File: src/rtl/serclk_pkg.sv
package serclk_pkg;
   // Default field widths of the clock control word.
   localparam int unsigned SCK_DIV_W = 8;   // divider field, LSBs
   localparam int unsigned SCK_DLY_W = 3;   // hold field, above the divider
endpackage

File: src/rtl/serclk_halfcnt.sv
module serclk_halfcnt #(
   parameter int unsigned DIV_W = serclk_pkg::SCK_DIV_W
) (
   input  logic             clk,
   input  logic             rst_n,
   input  logic             active,
   input  logic [DIV_W-1:0] div,
   output logic             scl_q,
   output logic             fall_o,
   output logic             smp_q
);
   logic [DIV_W-1:0] hcnt;
   logic             toggle;

   generate
      if (DIV_W < 1) begin : g_bad_div
         $error("serclk_halfcnt: DIV_W must be at least 1");
      end
   endgenerate

   assign toggle = active && (hcnt == div);
   assign fall_o = toggle && scl_q;

   always_ff @(posedge clk or negedge rst_n) begin
      if (!rst_n) begin
         hcnt  <= '0;
         scl_q <= 1'b1;
         smp_q <= 1'b0;
      end else if (!active) begin
         hcnt  <= '0;
         scl_q <= 1'b1;
         smp_q <= 1'b0;
      end else begin
         hcnt  <= toggle ? '0 : hcnt + 1'b1;
         if (toggle) scl_q <= ~scl_q;
         smp_q <= toggle && !scl_q;
      end
   end

   // the level holds between terminal counts
   p_scl_steady_r4: assert property (@(posedge clk) disable iff (!rst_n)
      (active && !toggle) |=> $stable(scl_q));
   // the half-period counter never passes the divider
   p_hcnt_bound_r4: assert property (@(posedge clk) disable iff (!rst_n)
      hcnt <= div);
   // a capture pulse only accompanies a fresh rising level
   p_smp_on_rise_r5: assert property (@(posedge clk) disable iff (!rst_n)
      smp_q |-> (scl_q && !$past(scl_q)));
endmodule

File: src/rtl/serclk_hold.sv
module serclk_hold #(
   parameter int unsigned DLY_W = serclk_pkg::SCK_DLY_W
) (
   input  logic             clk,
   input  logic             rst_n,
   input  logic             active,
   input  logic             fall,
   input  logic [DLY_W-1:0] dly,
   output logic             stb_q
);
   logic [DLY_W-1:0] dcnt;
   logic [DLY_W-1:0] dly_eff;

   generate
      if (DLY_W < 1) begin : g_bad_dly
         $error("serclk_hold: DLY_W must be at least 1");
      end
   endgenerate

   assign dly_eff = (dly == '0) ? DLY_W'(1) : dly;

   always_ff @(posedge clk or negedge rst_n) begin
      if (!rst_n) begin
         dcnt  <= '0;
         stb_q <= 1'b0;
      end else if (!active) begin
         dcnt  <= '0;
         stb_q <= 1'b0;
      end else begin
         stb_q <= (dcnt == DLY_W'(1));
         if (fall)            dcnt <= dly_eff;
         else if (dcnt != '0) dcnt <= dcnt - 1'b1;
      end
   end

   // no data strobe follows an idle cycle
   p_hold_quiet_r6: assert property (@(posedge clk) disable iff (!rst_n)
      !active |=> !stb_q);
   // a hold of one strobes two edges after the falling-edge decision
   p_hold_first_r6: assert property (@(posedge clk) disable iff (!rst_n)
      (active && fall && dly_eff == DLY_W'(1)) ##1 active |=> stb_q);
endmodule

File: src/rtl/serclk_gen.sv
module serclk_gen #(
   parameter int unsigned DIV_W = serclk_pkg::SCK_DIV_W,
   parameter int unsigned DLY_W = serclk_pkg::SCK_DLY_W
) (
   input  logic                   clk,
   input  logic                   rst_n,
   input  logic                   run_en,
   input  logic [DIV_W+DLY_W-1:0] ctl_word,
   output logic                   scl_o,
   output logic                   sda_chg_stb,
   output logic                   smp_stb
);
   localparam int unsigned CTL_W = DIV_W + DLY_W;

   logic [CTL_W-1:0] cfg;
   logic             active;
   logic             scl_q;
   logic             fall;

   // Active while requested, or while a low phase must still finish.
   assign active = run_en || !scl_q;

   always_ff @(posedge clk or negedge rst_n) begin
      if (!rst_n)       cfg <= '0;
      else if (!active) cfg <= ctl_word;
   end

   serclk_halfcnt #(.DIV_W(DIV_W)) u_half (
      .clk    (clk),
      .rst_n  (rst_n),
      .active (active),
      .div    (cfg[DIV_W-1:0]),
      .scl_q  (scl_q),
      .fall_o (fall),
      .smp_q  (smp_stb)
   );

   serclk_hold #(.DLY_W(DLY_W)) u_hold (
      .clk    (clk),
      .rst_n  (rst_n),
      .active (active),
      .fall   (fall),
      .dly    (cfg[CTL_W-1:DIV_W]),
      .stb_q  (sda_chg_stb)
   );

   assign scl_o = scl_q;

   // an idle clock stays high
   p_idle_high_r2: assert property (@(posedge clk) disable iff (!rst_n)
      (!run_en && scl_o) |=> scl_o);
   // the captured configuration is frozen while active
   p_cfg_frozen_r9: assert property (@(posedge clk) disable iff (!rst_n)
      (active && $past(active)) |-> $stable(cfg));
   // a low phase is never cut short by a stop request
   p_no_runt_r8: assert property (@(posedge clk) disable iff (!rst_n)
      ($fell(scl_o) && cfg[DIV_W-1:0] != '0) |=> !scl_o);
endmodule

File: config.mk
export PLATFORM = sky130hd
export DESIGN_NAME = serclk_gen
export DESIGN_NICKNAME = d
export VERILOG_FILES = /design/src/rtl/serclk_pkg.sv /design/src/rtl/serclk_halfcnt.sv /design/src/rtl/serclk_hold.sv /design/src/rtl/serclk_gen.sv
export SDC_FILE = /design/constraint.sdc
export NUM_CORES = 1
export LEC_CHECK = 0
export CORE_UTILIZATION = 56
export DETAILED_ROUTE_END_ITERATION = 6
export GPL_ROUTABILITY_DRIVEN = 0
export PLACE_DENSITY_LB_ADDON = 0.1
export SETUP_SLACK_MARGIN = 0.15
export SYNTH_ARGS = -nofsm -noshare
export SYNTH_HDL_FRONTEND = slang
export SYNTH_SLANG_ARGS = --single-unit
File: constraint.sdc
create_clock -name clk -period 4.2 [get_ports clk]
set_input_delay 0.84 -clock clk [delete_from_list [all_inputs] [get_ports clk]]
set_output_delay 0.84 -clock clk [all_outputs]
set_load 0.03 [all_outputs]
# Yosys cells after proc, flatten, opt, wreduce, memory -nomap -nowiden
# Index checks and enable logic that the tools add are counted.
# totals
word_cells,30
reg_bits,25
output_inout_bits,3
# classes
mux,10
addsub,2
bitwise_logic,1
reduce_logical,7
eq_ne,4
# op_table
op,n
$mux 8,2
$mux 3,4
$add 8x1->8 const B,1
$eq 8x8->1,1
$mux 1,4
$eq 3x1->1 const B,1
$logic_and 1x1->1,3
$logic_not 3->1,1
$ne 3x2->1 const B,1
$reduce_bool 3->1,1
$sub 3x1->3 const B,1
$ne 2x2->1 const B,1
$logic_not 1->1,1
$logic_or 1x1->1,1
$not 1->1,1

# Logic depth before layout (Yosys ltp)
# Gate-level depths: netlist of the first run.
# logic_depth
word_depth,6
depth_mapped,6
depth_no_buf,6

# Cells and area by module
# A second synthesis of the first run with hierarchy kept.
# unflattened
hier_cells,100
hier_area_um2,1270.0
# by_module_without_submodules
mod,cells_each,instances,area_per_inst_um2
serclk_halfcnt,52,1,570.5
serclk_gen,24,1,457.9
serclk_hold,24,1,241.5

# Worst setup path before layout of the first run
# OpenSTA, ideal clock, no wires.
# synth_path
path_kind,input -> register
start,input run_en
end,register u_hold.dcnt[1]
setup_slack_ns,2.417
t_required_ns,4.074
t_arrival_ns,1.657
cell_stages,5
path_buffers,0
cell_sequence,nor2b_1 nor3b_2 o31ai_1 nor2_1 a311o_1
# synth_via
elab_chain_len,5
word_cells_on_any_way,6
cone_classes,1 x eq/ne; 2 x mux; 3 x reduce/logical
# synth_lines
element,line_no,source
from (decl),serclk_gen.sv:7,"input logic run_en,"
$logic_or 1x1->1 *,serclk_gen.sv:21,assign active = run_en || !scl_q;
$logic_and 1x1->1,serclk_halfcnt.sv:21,assign toggle = active && (hcnt == div);
$logic_and 1x1->1,serclk_halfcnt.sv:22,assign fall_o = toggle && scl_q;
$mux 3,serclk_hold.sv:31,if (fall) dcnt <= dly_eff;
$mux 3,serclk_hold.sv:26,end else if (!active) begin
to (signal assigned),serclk_hold.sv:31,
to (signal assigned),serclk_hold.sv:32,else if (dcnt != '0) dcnt <= dcnt - 1'b1;
to (decl),serclk_hold.sv:11,logic [DLY_W-1:0] dcnt;
# Every way passes the cells marked *; elsewhere a longest branch is shown, timed or not.
# A chain may end at the register's enable or synchronous reset.

# Final worst setup path of the first run
# layout_path
start,input run_en
end,register u_hold.dcnt[0]
# Same word-level chain as after synthesis.

==> impl_metrics.csv, run 1 <==
group,metric,value,unit
critical_path,r2r-end,"u_hold.dcnt[0]",
global_route,grt_pass1_vias,775,
critical_path,worstPathArrival,2.72,ns
timing,post-route-period-util,59.5,%
floorplanning,die-area,2320,µm²
route,detail_route.vias_per_cell,5.18,
floorplanning,fp-row-count,16,
finish,fin_area,1400,µm²
finish,fin_nets,158,
floorplanning,core,1980,µm²
logic_synthesis,synth_fa_ha_area_share,4.20,%
critical_path,ff2ff_setup_slack,2.05,ns
place,port_buffers,16,
timing,finalHoldViolations,0,
critical_path,path_cells,"clkdlybuf4s50_1 -> nor2b_1 -> nor3b_2 -> o31ai_1 -> a21oi_1 -> a221oi_1",
route,drcViolationCount,0,
logic_synthesis,syn_nets,139,
logic_synthesis,synth_top_area_share,50.4,%
min_path,min_to,"cfg[8]",
place,dpl.hpwl,1500,µm
critical_path,ff2ff_path_depth,5,
clock_tree,cts_buffer_depth,2,
floorplanning,start_util,60.1,%
timing,rsz0062_at_grt,"false",
logic_synthesis,async_reset_ff_share,100,%
place,place_area,1380,µm²
power,power.density,625,nW/µm²
critical_path,crit_path_max_incr_delay,0.76,ns
min_path,hold_start,"cfg[8]",
logic_synthesis,synth.avg_cell_area,9.84,µm²
clock_tree,cts_root_buffer,"clkbuf_4",
outcome,status,"completed",
route,drt-wirelength-per-cell,12.3,µm
logic_synthesis,syn-instance-count,121,
route,num_vias,860,
timing,max_freq,400,MHz
finish,num-fill-cells,153,
timing,maxSlewViolCount,0,
logic_synthesis,synth_flop_cell,"dfrtp_1",
critical_path,slowest_stage,"nor2b_1",
logic_synthesis,synth.distinct_cells,26,
timing,skew,0.00460,ns
power,peakVddDrop,0.000434,V
logic_synthesis,ys_ff_latch,25,
logic_synthesis,synth_edf_count,0,
logic_synthesis,synth-simple-area-share,26.5,%
clock_tree,cts_made_buffers,3,
clock_tree,cts.reportedPaths.clkPinSlew,0.12,ns
route,final_antenna_net_count,0,
job,maxCapViolCount,0,
min_path,min_path_cells,2,
logic_synthesis,synth_top_cell_by_area,"dfrtp_1",
clock_tree,holdBufCountCts,0,
timing,worst_slack,1.70,ns
floorplanning,die_h,48.1,µm
global_route,grt_pass1_wl,3380,µm
logic_synthesis,synth_xor_area_share,10.3,%
timing,layout_min_cycle_time,2.50,ns
global_route,antenna_found_initial,0,
global_route,track_usage,22.2,%
critical_path,r2r_start,"u_half.scl_q",
power,p_leak,0.667,nW
finish,area_growth,17.9,%
logic_synthesis,synth_top_family_by_area,"simple AND/OR/NAND/NOR gates",
clock_tree,clock-sinks,25,
floorplanning,io_pins,17,
timing,slew-limit-headroom,27.7,%
clock_tree,htreeDepth,1,
logic_synthesis,ys_warn_count,0,
clock_tree,clock_latency,0.32,ns
global_route,grt_max_degree,26,
min_path,hold_class,"reg -> reg",
clock_tree,cts_tree,"built",
timing,setup_tns,0,ns
route,firstDrtPassIters,4,
logic_synthesis,seq_area_frac_synth,52.6,%
critical_path,crit_path_start_kind,"primary input",
clock_tree,cts.repair.resized,0,
route,drt_iter0_markers,11,
floorplanning,fp.dieW,48.1,µm
critical_path,path_max_fanout,15,
logic_synthesis,syn_area,1190,µm²
clock_tree,post_cts_buffers,0,
route,wl,2040,µm
timing,setup_viol,0,
place,dpl_worst_slack,1.35,ns
finish,drive_gt1_share,7.91,%
logic_synthesis,synthMuxAreaShare,1.79,%
logic_synthesis,synth_compound_area_share,3.05,%
timing,worstMarginPinSlew,1.08,ns
finish,num_antenna_cells,0,
logic_synthesis,synth.area.top_cells,"dfrtp_1 50%, nand2_1 11%, xnor2_1 6.6%",
critical_path,critPathKind,"in -> reg",
critical_path,endpoint_kind,"register",
global_route,grt_overflow_total,0,
critical_path,worstPathRequired,4.42,ns
## cell usage after synthesis (2+ instances only)
cell type	number
nand4_2	2
a21oi_1	2
inv_1	3
ha_1	4
dfrtp_1	24
nand2_1	35
nor2_1	14
and3_1	2
nand3_1	5
xor2_1	5
xnor2_1	9
clkbuf_1	2
## registers in the layout (all words and copies together) (netlist names)
| register | count |
|---|---|
| u_half.smp_q | 1 |
| u_hold.stb_q | 1 |
| cfg | 11 |
| u_half.scl_q | 1 |
| u_half.hcnt | 8 |
| u_hold.dcnt | 3 |
## final cells by class
class	instances	area, µm²	share of cell area [%]
multi-input cells	91	546	38.9
clock buffers	4	26.3	1.87
flip-flops and latches	25	627	44.7
inverters	3	11.3	0.802
repair buffers	16	160	11.4
well taps	27	33.8	2.41
## layer usage
metal / wire, µm / GRT usage (%)
met3: 81 / 7.78
met1: 963 / 29.8
met4: 28 / 8.33
met5: 0 / 0
met2: 961 / 33.2
## per-stage QoR
step / total power, mW / utilization (%) / std cells / hold WS [ns]
2_1_floorplan: 0.676 / - / 121 / 0.446
3_3_place_gp: 0.757 / 69.5 / 162 / 0.461
3_5_place_dp: 0.777 / 69.5 / 162 / 0.466
4_1_cts: 0.880 / 70.8 / 166 / 0.499
5_1_grt: 0.949 / 70.8 / 166 / 0.549
6_report: 0.877 / 70.8 / 166 / 0.498
## kinds of logic (layout without fill, tap and decap cells)
group | after synthesis | count (layout)
compound gates | 5 | 5
xor+xnor | 14 | 14
fa+ha+maj | 4 | 4
buf+inv | 5 | 23
flops | 25 | 25
mux | 2 | 2
simple gates | 66 | 66
## critical path: cells and delay by family
family,cells,cell delay [ns]
compound gates,3,0.55
buf+inv,1,0.44
simple gates,2,0.89
## power breakdown
| part | internal (mW) | switching, mW | total, mW | leakage [nW] |
|---|---|---|---|---|
| sequential | 0.335 | 0.0828 | 0.418 | 0.318 |
| combinational | 0.163 | 0.191 | 0.354 | 0.334 |
| clock | 0.0372 | 0.0681 | 0.105 | 0.0150 |
## cell usage in the layout (no fill, tap or decap), types with 2 or more instances in the layout
master	n
xor2_1	5
nor2_1	14
a21oi_1	2
clkbuf_4	3
clkdlybuf4s50_1	16
inv_1	3
nand2_1	35
and3_1	2
ha_1	4
nand3_1	5
nand4_2	2
dfrtp_1	24
xnor2_1	9
## how the worst max path moves through the flow
stage,startpoint,end,slack (ns),cells after the start
finish,run_en,u_hold.dcnt[0],1.70,6
floorplan,run_en,u_hold.dcnt[1],2.42,5
detailed placement,run_en,u_hold.dcnt[0],1.35,6
global placement,run_en,u_hold.dcnt[1],1.44,6
CTS,run_en,u_hold.dcnt[0],1.71,6
global route,run_en,u_hold.dcnt[0],1.53,6
Power figures use the tool's default switching activity.
==> run 2: changes to the inputs <==
Settings changed: CORE_UTILIZATION 56 to 52.
Clock period 4.2 ns to 2.4 ns, I/O delays scaled along.
==> run 2 against run 1 <==
Core utilization down 1.7 points. Clock skew down 0.00064 ns. Largest power group unchanged. Register-to-register slack worse by 1.3 ns. Setup slack worse by 1.4 ns. Largest cell class unchanged. First-iteration DRC count up 18%. Final cell count up 1.8%. Critical path type is now reg -> out. Critical endpoint is now scl_o. Sequential share of layout area down 0.70 points. Combinational power up 78%. Global-route usage down 2.4 points. Total power up 77%. Highest routed layer unchanged.
==> impl_metrics.csv, run 2 (same netlist as run 1, synthesis figures left out) <==
group,metric,value,unit
outcome,status,"completed",
global_route,grt_overflow_total,0,
clock_tree,post_cts_buffers,0,
route,drt_iter0_markers,13,
clock_tree,holdBufCountCts,0,
place,dpl_worst_slack,0.508,ns
timing,layout_min_cycle_time,2.07,ns
route,num_vias,888,
global_route,track_usage,19.8,%
clock_tree,cts_made_buffers,3,
critical_path,crit_path_max_incr_delay,0.68,ns
floorplanning,fp.dieW,49.9,µm
power,p_leak,0.682,nW
finish,reg_top3,"cfg x11, u_half.hcnt x8, u_hold.dcnt x3",
timing,maxSlewViolCount,0,
critical_path,endpoint_kind,"output pin",
floorplanning,fp-row-count,16,
critical_path,worstPathArrival,1.59,ns
timing,skew,0.00395,ns
clock_tree,clock_latency,0.31,ns
power,peakVddDrop,0.000556,V
clock_tree,cts_tree,"built",
route,wl,2050,µm
critical_path,path_max_fanout,6,
timing,holdWs,0.501,ns
finish,top_register,"cfg",
critical_path,crit_path_start_kind,"register",
clock_tree,cts_buffer_depth,2,
timing,setup_viol,0,
timing,rsz0062_at_grt,"false",
finish,drive_gt1_share,9.86,%
route,final_antenna_net_count,0,
clock_tree,cts.repair.resized,0,
critical_path,cp_num_buf_inv,1,
clock_tree,clock-sinks,25,
finish,area_growth,19.7,%
global_route,antenna_found_initial,0,
floorplanning,io_pins,17,
critical_path,path_cells,"clkdlybuf4s50_1",
timing,setup_tns,0,ns
job,maxCapViolCount,0,
finish,layout_common_cells,"35 x nand2_1, 24 x dfrtp_1, 16 x clkdlybuf4s50_1, 14 x nor2_1, 9 x xnor2_1",
clock_tree,htreeDepth,1,
global_route,grt_pass1_wl,3670,µm
finish,fin_nets,161,
timing,max_freq,482,MHz
timing,slew-limit-headroom,79.3,%
critical_path,slowest_stage,"clkdlybuf4s50_1",
critical_path,crit_family,"buffers and inverters",
finish,num_antenna_cells,0,
critical_path,worstPathRequired,1.92,ns
power,power.density,1090,nW/µm²
route,detail_route.vias_per_cell,5.25,
floorplanning,core,2060,µm²
route,drcViolationCount,0,
timing,post-route-period-util,86.4,%
min_path,hold_class,"in -> async",
place,port_buffers,16,
clock_tree,cts.reportedPaths.clkPinSlew,0.13,ns
route,firstDrtPassIters,4,
floorplanning,die_h,49.9,µm
global_route,grt_pass1_vias,851,
floorplanning,die-area,2490,µm²
finish,largest_reg_flops,11,
timing,worst_slack,0.326,ns
global_route,grt_max_degree,26,
timing,worstMarginPinSlew,0.310,ns
finish,final_common_cell,"nand2_1",
critical_path,critPathKind,"reg -> out",
place,dpl.hpwl,1530,µm
floorplanning,start_util,57.8,%
timing,finalHoldViolations,0,
route,drt-wirelength-per-cell,12.1,µm
clock_tree,cts_root_buffer,"clkbuf_4",
[run 2: cell count changes in the layout (fill, tap and decap cells not counted)]
cell,previous run,this run
buf_4,0,3
[run 2: stage by stage]
step                      instances  util (%)  cell area (µm²)  power [mW]
after detailed placement        165      67.9             1400        1.38
after global placement          165      67.9             1400        1.34
after floorplan                 121         -             1190        1.18
after CTS                       169      69.2             1430        1.56
final                           169      69.2             1430        1.55
after global routing            169      69.2             1430        1.68
[run 2: final timing paths]
kind	depth (start not counted)	to	slack (ns)	startpoint
worst max-delay path	1	scl_o	0.33	u_half.scl_q
worst min-delay path	2	u_half.smp_q	0.50	rst_n
worst max register to register	5	u_hold.dcnt[1]	0.71	u_half.hcnt[0]
max in group asynchronous	2	u_half.scl_q	1.62	rst_n
worst min register to register	2	cfg[5]	0.52	cfg[5]
min in group clk	2	cfg[5]	0.52	cfg[5]
[run 2: per-layer routing]
metal / GRT usage (%) / routed length (µm) / vias up
met5: 0 / 0 / -
met4: 10.0 / 47 / 0
met3: 4.32 / 90 / 8
met2: 29.5 / 901 / 22
met1: 27.1 / 1010 / 426
li1: - / - / 432
[run 2: area by class of cell]
class / instances / area, µm²
repair buffers: 19 / 183
flip-flops and latches: 25 / 627
clock buffers: 4 / 26.3
multi-input cells: 91 / 546
inverters: 3 / 11.3
fillers: 174 / 636
well taps: 27 / 33.8
[run 2: where the power goes]
| group | internal, mW | switching (mW) | leakage, nW |
|---|---|---|---|
| registers | 0.587 | 0.150 | 0.318 |
| clock network | 0.0650 | 0.118 | 0.0150 |
| logic | 0.299 | 0.330 | 0.349 |
==> run 3: changes to the inputs <==
==> constraint.sdc (replaced) <==
create_clock -name clk -period 2.4 [get_ports clk]
set_input_delay 0.6 -clock clk [delete_from_list [all_inputs] [get_ports clk]]
set_output_delay 0.6 -clock clk [all_outputs]
set_load 0.03 [all_outputs]
==> run 3 against run 2 <==
Register-to-register slack is essentially flat. Wire length is 2.7% lower. First-iteration DRC count decreased by 15%. Hold slack improved by 0.0048 ns. Global-route usage is 0.18 points lower. Clock skew barely moved. Maximum frequency shrank 5.2%. Largest cell class unchanged. Sequential power is essentially flat.
==> impl_metrics.csv, run 3 (same netlist as run 1, synthesis figures left out) <==
group,metric,value,unit
floorplanning,die_h,49.9,µm
min_path,hold_start,"u_half.scl_q",
power,p_leak,0.682,nW
clock_tree,cts.reportedPaths.clkPinSlew,0.13,ns
timing,worstMarginPinSlew,0.309,ns
timing,maxSlewViolCount,0,
clock_tree,holdBufCountCts,0,
timing,post-route-period-util,91.2,%
clock_tree,htreeDepth,1,
clock_tree,clock-sinks,25,
place,port_buffers,16,
floorplanning,fp.dieW,49.9,µm
power,power.density,1090,nW/µm²
global_route,track_usage,19.6,%
critical_path,critPathKind,"reg -> out",
critical_path,crit_path_max_incr_delay,0.68,ns
timing,rsz0062_at_grt,"false",
clock_tree,cts_made_buffers,3,
route,drt-wirelength-per-cell,11.8,µm
critical_path,worstPathArrival,1.59,ns
finish,largest_reg_flops,11,
power,p_int,0.951,mW
min_path,hold_class,"reg -> reg",
critical_path,worstPathRequired,1.80,ns
finish,fin_area,1430,µm²
critical_path,r2r_start,"u_half.hcnt[0]",
finish,final_common_cell,"nand2_1",
timing,setup_tns,0,ns
finish,drive_gt1_share,9.86,%
power,p_switching,0.598,mW
critical_path,crit_family,"buffers and inverters",
route,firstDrtPassIters,4,
route,drcViolationCount,0,
route,final_antenna_net_count,0,
timing,worst_slack,0.211,ns
critical_path,slowest_stage,"clkdlybuf4s50_1",
floorplanning,fp-row-count,16,
floorplanning,core,2060,µm²
floorplanning,die-area,2490,µm²
critical_path,endpoint_kind,"output pin",
power,p_sw_share,38.6,%
timing,layout_min_cycle_time,2.19,ns
floorplanning,start_util,57.8,%
route,num_vias,866,
critical_path,path_cells,"clkdlybuf4s50_1",
global_route,antenna_found_initial,0,
place,place_area,1400,µm²
global_route,grt_overflow_total,0,
finish,layout_common_cells,"35 x nand2_1, 24 x dfrtp_1, 16 x clkdlybuf4s50_1, 14 x nor2_1, 9 x xnor2_1",
critical_path,path_max_fanout,6,
place,dpl_worst_slack,0.412,ns
power,seqPwrFrac,47.4,%
route,detail_route.vias_per_cell,5.12,
timing,finalHoldViolations,0,
global_route,grt_pass1_wl,3600,µm
timing,skew,0.00423,ns
outcome,status,"completed",
power,total_power,1.55,mW
timing,setup_viol,0,
finish,fin_nets,161,
power,peakVddDrop,0.000563,V
global_route,grt_max_degree,26,
finish,area_growth,19.7,%
clock_tree,clock_latency,0.32,ns
power,pwr-share-comb,40.6,%
critical_path,crit_path_start_kind,"register",
place,dpl.hpwl,1460,µm
finish,reg_top3,"cfg x11, u_half.hcnt x8, u_hold.dcnt x3",
timing,holdWs,0.506,ns
floorplanning,io_pins,17,
critical_path,timing.critical_path.from,"u_half.scl_q",
route,wl,2000,µm
global_route,grt_pass1_vias,831,
clock_tree,cts_root_buffer,"clkbuf_4",
timing,slew-limit-headroom,79.4,%
finish,top_register,"cfg",
clock_tree,cts_tree,"built",
clock_tree,post_cts_buffers,0,
route,drt_iter0_markers,11,
critical_path,cp_num_buf_inv,1,
finish,num_antenna_cells,0,
power,pwr-share-clk,12.0,%
clock_tree,cts.repair.resized,0,
timing,max_freq,457,MHz
clock_tree,cts_buffer_depth,2,
job,maxCapViolCount,0,
==> run 3: cell counts in the layout (fill, tap and decap cells not counted) <==
No cell type changed its count.
==> run 3: final timing paths <==
| path | slack, ns | cells past startpoint | to |
|---|---|---|---|
| worst max register to register | 0.72 | 5 | u_hold.dcnt[0] |
| min in group asynchronous | 0.62 | 2 | u_half.smp_q |
| worst max-delay path | 0.21 | 1 | scl_o |
| worst min-delay path | 0.51 | 2 | u_half.scl_q |
| max in group asynchronous | 1.50 | 2 | u_half.scl_q |
| worst min register to register | 0.51 | 2 | u_half.scl_q |
==> run 3: area by class of cell <==
cell class	instances	area [µm²]
Fill cell	181	636
Clock buffer	4	26.3
Timing Repair Buffer	19	183
Tap cell	27	33.8
Sequential cell	25	627
Inverter	3	11.3
Multi-Input combinational cell	91	546
==> run 3: metrics by stage <==
step	util (%)	std cells
floorplan	-	121
global placement	67.9	165
detailed placement	67.9	165
CTS	69.2	169
global route	69.2	169
finish	69.2	169
==> run 3: layer usage <==
layer	track usage, %	wire, µm	share of wire [%]
met2	29.7	860	43
met3	3.70	81	4.1
met4	8.57	41	2.1
met1	27.3	1010	51
met5	0	0	0
==> run 3: power groups by stage <==
stage / clock [mW] / combinational [mW] / sequential (mW)
floorplan: 0 / 0.444 / 0.739
global placement: 0 / 0.608 / 0.735
detailed placement: 0 / 0.632 / 0.744
CTS: 0.189 / 0.636 / 0.733
global route: 0.204 / 0.718 / 0.757
finish: 0.185 / 0.629 / 0.735
